[config.mk]
export PLATFORM = sky130hd
export DESIGN_NAME = sp2dp_widen
export DESIGN_NICKNAME = d
export VERILOG_FILES = /design/src/rtl/fwiden_pkg.sv /design/src/rtl/fwiden_lzc.sv /design/src/rtl/fwiden_conv.sv /design/src/rtl/fwiden_lane.sv /design/src/rtl/sp2dp_widen.sv
export SDC_FILE = /design/constraint.sdc
export NUM_CORES = 1
export LEC_CHECK = 0
export BUFFER_PORTS_ARGS = -buffer_cell sky130_fd_sc_hd__buf_4
export CORE_AREA = 2 2 317 319
export DETAILED_ROUTE_END_ITERATION = 16
export DIE_AREA = 0 0 319 321
export GPL_TIMING_DRIVEN = 0
export RECOVER_POWER = 50
export SETUP_SLACK_MARGIN = 0.3
export SLEW_MARGIN = 0
export SYNTH_ARGS = -nofsm -noshare
export SYNTH_HDL_FRONTEND = slang
export SYNTH_SLANG_ARGS = --single-unit
[constraint.sdc]
create_clock -name clk -period 4.2 [get_ports clk]
set_input_delay 0 -clock clk [delete_from_list [all_inputs] [get_ports clk]]
set_output_delay 0 -clock clk [all_outputs]
set_load 0.01 [all_outputs]
[src/rtl/fwiden_pkg.sv]
package fwiden_pkg;
  localparam int SP_W    = 32;
  localparam int DP_W    = 64;
  localparam int SP_FRAC = 23;
  localparam int DP_FRAC = 52;
  localparam int DP_EXP  = 11;
  localparam int REBIAS  = 896;

  typedef enum logic [1:0] {
    FMT_LEGACY = 2'b00,
    FMT_VEX    = 2'b01,
    FMT_EVEX   = 2'b10,
    FMT_SPARE  = 2'b11
  } fw_fmt_e;

  typedef struct packed {
    logic [DP_W-1:0] bits;
    logic            invalid;
    logic            denorm;
  } fw_conv_t;
endpackage

[src/rtl/fwiden_lzc.sv]
module fwiden_lzc #(
  parameter int W  = 23,
  localparam int CW = $clog2(W + 1)
) (
  input  logic [W-1:0]  vec,
  output logic [CW-1:0] zeros
);
  always_comb begin
    zeros = CW'(W);
    for (int i = 0; i < W; i++) begin
      if (vec[i]) zeros = CW'(W - 1 - i);
    end
  end
endmodule

[src/rtl/fwiden_conv.sv]
module fwiden_conv
  import fwiden_pkg::*;
(
  input  logic [SP_W-1:0] sp,
  output fw_conv_t        res
);
  localparam int LZW = $clog2(SP_FRAC + 1);

  logic               sgn;
  logic [7:0]         ex;
  logic [SP_FRAC-1:0] fr;
  logic [LZW-1:0]     lz;
  logic [SP_FRAC-1:0] fr_norm;
  logic [DP_EXP-1:0]  ex_sub;

  assign sgn = sp[31];
  assign ex  = sp[30:23];
  assign fr  = sp[22:0];

  fwiden_lzc #(.W(SP_FRAC)) u_lzc (.vec(fr), .zeros(lz));

  // Subnormal: drop the leading one after shifting it out of the field.
  assign fr_norm = fr << (lz + LZW'(1));
  assign ex_sub  = DP_EXP'(REBIAS) - DP_EXP'(lz);

  always_comb begin
    res = '0;
    if (ex == 8'hFF) begin
      if (fr == '0) begin
        res.bits = {sgn, 11'h7FF, 52'b0};
      end else begin
        res.bits    = {sgn, 11'h7FF, 1'b1, fr[21:0], 29'b0};
        res.invalid = ~fr[22];
      end
    end else if (ex == 8'h00) begin
      if (fr == '0) begin
        res.bits = {sgn, 63'b0};
      end else begin
        res.bits   = {sgn, ex_sub, fr_norm, 29'b0};
        res.denorm = 1'b1;
      end
    end else begin
      res.bits = {sgn, DP_EXP'(ex) + DP_EXP'(REBIAS), fr, 29'b0};
    end
  end
endmodule

[src/rtl/fwiden_lane.sv]
module fwiden_lane
  import fwiden_pkg::*;
#(
  parameter int VW = 256
) (
  input  fw_fmt_e       fmt,
  input  logic          mask_en,
  input  logic          mask_bit,
  input  logic          zero_mask,
  input  logic [VW-1:0] dst_old,
  input  logic [VW-1:0] src1,
  input  fw_conv_t      conv,
  output logic [VW-1:0] data,
  output logic          invalid,
  output logic          denorm
);
  logic          wr_low;
  logic [VW-1:0] vex_img;

  assign wr_low = (fmt != FMT_EVEX) || !mask_en || mask_bit;

  always_comb begin
    vex_img         = '0;
    vex_img[127:64] = src1[127:64];
    data            = (fmt == FMT_LEGACY) ? dst_old : vex_img;
    if (wr_low)          data[63:0] = conv.bits;
    else if (zero_mask)  data[63:0] = '0;
    else                 data[63:0] = dst_old[63:0];
  end

  assign invalid = wr_low & conv.invalid;
  assign denorm  = wr_low & conv.denorm;
endmodule

[src/rtl/sp2dp_widen.sv]
module sp2dp_widen
  import fwiden_pkg::*;
#(
  parameter int VW = 256
) (
  input  logic          clk,
  input  logic          rst,
  input  logic          in_valid,
  output logic          in_ready,
  input  logic [1:0]    mode,
  input  logic          mask_en,
  input  logic          mask_bit,
  input  logic          zero_mask,
  input  logic [VW-1:0] dst_old,
  input  logic [VW-1:0] src1,
  input  logic [31:0]   cvt_src,
  output logic          out_valid,
  input  logic          out_ready,
  output logic [VW-1:0] out_data,
  output logic          flag_invalid,
  output logic          flag_denorm
);
  fw_conv_t      conv;
  logic [VW-1:0] nxt_data;
  logic          nxt_inv, nxt_den, take;

  fwiden_conv u_conv (.sp(cvt_src), .res(conv));

  fwiden_lane #(.VW(VW)) u_lane (
    .fmt(fw_fmt_e'(mode)), .mask_en(mask_en), .mask_bit(mask_bit),
    .zero_mask(zero_mask), .dst_old(dst_old), .src1(src1), .conv(conv),
    .data(nxt_data), .invalid(nxt_inv), .denorm(nxt_den)
  );

  assign in_ready = !out_valid || out_ready;
  assign take     = in_valid && in_ready;

  always_ff @(posedge clk) begin
    if (rst) begin
      out_valid    <= 1'b0;
      out_data     <= '0;
      flag_invalid <= 1'b0;
      flag_denorm  <= 1'b0;
    end else if (take) begin
      out_valid    <= 1'b1;
      out_data     <= nxt_data;
      flag_invalid <= nxt_inv;
      flag_denorm  <= nxt_den;
    end else if (out_ready) begin
      out_valid    <= 1'b0;
    end
  end
endmodule

==> results.py <==
metrics = {
    "floorplan": {
        "dieArea_sq_um": 102400,
        "ios": 813,
        "core-area_sq_um": 99280,
        "rows": 116,
        "initial_core_util_pct": 12.17,
        "die_w_um": 319,
        "die_h_um": 321,
    },
    "yosys": {
        "synth-simple-area-share_pct": 26.13,
        "synth_top_family_by_area": "simple AND/OR/NAND/NOR gates",
        "synth_xor_area_share_pct": 0.1450,
        "syn-cell-area_sq_um": 12080,
        "yosysWarnings": 0,
        "syn_nets": 2102,
        "synthMuxAreaShare_pct": 3.976,
        "synth_fa_ha_area_share_pct": 0.2071,
        "synth-main-ff-cell": "dfxtp_1",
        "synth-compound-area-share_pct": 21.10,
        "synth-edff-count": 0,
        "ys_ff_latch": 259,
        "async_reset_ff_share_pct": 0,
        "synth_area_per_cell_sq_um": 7.810,
        "ys_seq_area_share_pct": 42.91,
        "synth.distinct_cells": 77,
        "synth_cells": 1547,
    },
    "sta": {
        "worstMarginPinSlew_ps": 1207,
        "period_share_pct": 91.45,
        "fin_skew_ps": 10.17,
        "drv_slew": 0,
        "finalHoldViolCount": 0,
        "setup_viol": 0,
        "period_minus_slack_ps": 3841,
        "fmax_mhz": 260.3,
        "rsz0062_at_grt": "yes",
        "fin_ws_ps": 359.0,
        "slew_headroom_pct": 19.51,
    },
    "clock_tree": {
        "numCtsBuffers": 31,
        "cts_max_path_buffers": 3,
        "cts_sinks": 259,
        "clk_pin_slew_ps": 70,
        "cts_tree": "built",
        "clock_latency_ps": 620,
        "htree_num_levels": 1,
        "clockRootBuffer": "clkbuf_16",
    },
    "cells_and_area": {
        "fillers": 11030,
        "drive_gt1_share_pct": 18.26,
        "fin_util_pct": 22.14,
        "area_growth_pct": 81.91,
        "nNetsFinal": 3098,
    },
    "drt": {
        "wl_met3_mm": 6.577,
        "drc": 0,
        "routed.top_layer": "met5",
        "vias": 16700,
        "drtAntennaViolNets": 0,
        "vias_per_cell": 4.315,
        "wl_mm": 83.41,
        "wl_met1_mm": 34.42,
        "drtIter0Drc": 1300,
        "dr_wl_met2_mm": 37.26,
        "drt_pre_antenna_iters": 5,
        "wire_per_inst_um": 21.55,
    },
    "power": {
        "sequentialPowerShare_pct": 36.8,
        "total_power_mw": 7.128,
        "power_density_nw_per_um2": 324.3,
        "switching_power_mw": 2.136,
        "pwr-share-comb_pct": 22.1,
        "switching_share_pct": 29.96,
        "intPower_mw": 4.992,
        "ir_drop_mv": 0.3210,
        "power_frac_clock_pct": 41.1,
        "p_leak_nw": 8.118,
    },
    "worst_setup_path": {
        "crit_path_max_incr_delay_ps": 580,
        "cp.arrival_ps": 4340,
        "crit_buf_inv": 5,
        "slowest_stage": "dlygate4sd3_1",
        "worstSetupPathType": "input pin to register",
        "cp_top_family": "simple AND/OR/NAND/NOR gates",
        "cp_data_required_time_ps": 4700,
        "crit_fanout": 10,
        "critPathLaunchType": "input pin",
        "crit_chain": "dlygate4sd3_1 > buf_4 > nor4_2 > and2_1 > a21oi_4 > inv_4 > buf_2 > ha_1 > nor3b_4 > or2_4 > buf_6 > nand2_1 > o221ai_1 > a21oi_1 > o41ai_1",
        "cp-end-kind": "register",
    },
    "status": {
        "status": "finished clean",
    },
    "grt": {
        "grt_first_pass_wirelength_mm": 115.9,
        "antenna_found_initial": 23,
        "grt_max_degree": 17,
        "grt_pass1_vias": 16880,
        "grt_remaining_overflow": 0,
        "grt.total_usage_pct": 15.34,
    },
    "placement": {
        "portBuffers": 610,
        "dp_slack_ps": -117.2,
        "place_hpwl_mm": 63.92,
        "place_congestion": 0.9642,
    },
    "min_path": {
        "min_path_type": "input pin to register",
    },
    "flow_run": {
        "maxCapViolations": 0,
    },
}
[power groups by stage]
stage          sequential, mW  clock (mW)  combinational (mW)
3_3_place_gp             2.68           0                1.35
4_1_cts                  2.63        3.00                1.63
2_1_floorplan            2.71           0               0.519
5_1_grt                  2.64        3.07                1.67
3_5_place_dp             2.68           0                1.35
6_report                 2.63        2.93                1.57
[per-layer routing]
| metal | GRT usage [%] | vias up |
|---|---|---|
| met3 | 3.299 | 246 |
| met2 | 24.97 | 1027 |
| li1 | - | 7544 |
| met1 | 18.85 | 7879 |
| met4 | 8.417 | 6 |
| met5 | 0 | - |
[cells in the final DEF (no fill, tap or decap), types with 11 or more instances in the layout]
cell type      instances
and3_1                17
a311oi_1              73
dlygate4sd3_1        352
a221oi_1              18
nor3_1                11
a21oi_1              187
clkbuf_1             370
dfxtp_1              259
mux2i_1               15
nand2_1              329
buf_4                352
a31oi_1               14
a211oi_1              12
nor2_1               116
buf_1                 18
clkbuf_16             31
o21ai_0               16
buf_2                 12
nand3_1              177
[worst reg2reg max path: stages, from the launching register on]
cell	delay (ps)
dfxtp_1	320
nand2b_1	200
and2_0	180
clkbuf_1	400
clkbuf_1	690
clkbuf_1	740
clkbuf_1	690
nand3_1	240
a21oi_1	180
[cell type report]
| class | instances | area (sq um) | area share [%] |
|---|---|---|---|
| Antenna cell | 10 | 25.02 | 0.1138 |
| Inverter | 12 | 47.55 | 0.2163 |
| Sequential cell | 259 | 5185 | 23.59 |
| Timing Repair Buffer | 963 | 7142 | 32.49 |
| Buffer | 148 | 626.9 | 2.852 |
| Multi-Input combinational cell | 1128 | 6264 | 28.50 |
| Clock buffer | 45 | 908.4 | 4.133 |
| Tap cell | 1298 | 1624 | 7.389 |
| Clock inverter | 8 | 157.7 | 0.7173 |
[worst paths after layout]
| path | to | from | slack, ps | depth (start not counted) |
|---|---|---|---|---|
| worst min register to register | out_data[143] | out_data[143] | 450 | 2 |
| worst min-delay path | out_data[37] | dst_old[37] | 50 | 5 |
| worst max-delay path | out_data[50] | cvt_src[16] | 360 | 15 |
| worst max register to register | out_data[135] | out_valid | 480 | 8 |
[repair_timing]
action                                 4_1_cts  5_1_grt
hold buffers                               352        0
resized for setup                            2        9
buffers inserted                             0        0
setup endpoints to repair                   17       68
endpoints found under the hold margin      256        0
[sequential cells by signal, summed over array words and instances (netlist names)]
| signal | flops |
|---|---|
| out_valid | 1 |
| flag_denorm | 1 |
| out_data | 256 |
| flag_invalid | 1 |
[Yosys cell counts, types with 14 or more instances]
| master | number | area, sq um |
|---|---|---|
| a21oi_1 | 187 | 935.9 |
| a221oi_1 | 18 | 157.7 |
| a311oi_1 | 73 | 639.4 |
| a31oi_1 | 14 | 87.58 |
| and3_1 | 17 | 106.4 |
| buf_1 | 18 | 67.56 |
| clkbuf_1 | 110 | 412.9 |
| dfxtp_1 | 259 | 5185 |
| mux2i_1 | 15 | 150.1 |
| nand2_1 | 329 | 1235 |
| nand3_1 | 177 | 885.9 |
| nor2_1 | 116 | 435.4 |
| o21ai_0 | 16 | 80.08 |
[logic make-up after synthesis]
group	after synthesis
multiplexers	34
adder cells (fa/ha/maj)	2
XOR/XNOR	2
buffers and inverters	160
AO/OA/AOI/OAI	382
AND/OR/NAND/NOR	708
flip-flops	259
[per-stage QoR]
step	hold slack [ps]	TNS (ps)	cell area (sq um)	instances
global placement	269.5	-1043	18290	3455
finish	48.11	0	21980	3871
global route	50.74	0	21970	3866
floorplan	129.5	0	12080	1547
CTS	0.9404	0	22910	3861
detailed placement	274.0	-671.4	18310	3456
(Power assumes the default switching activity.)
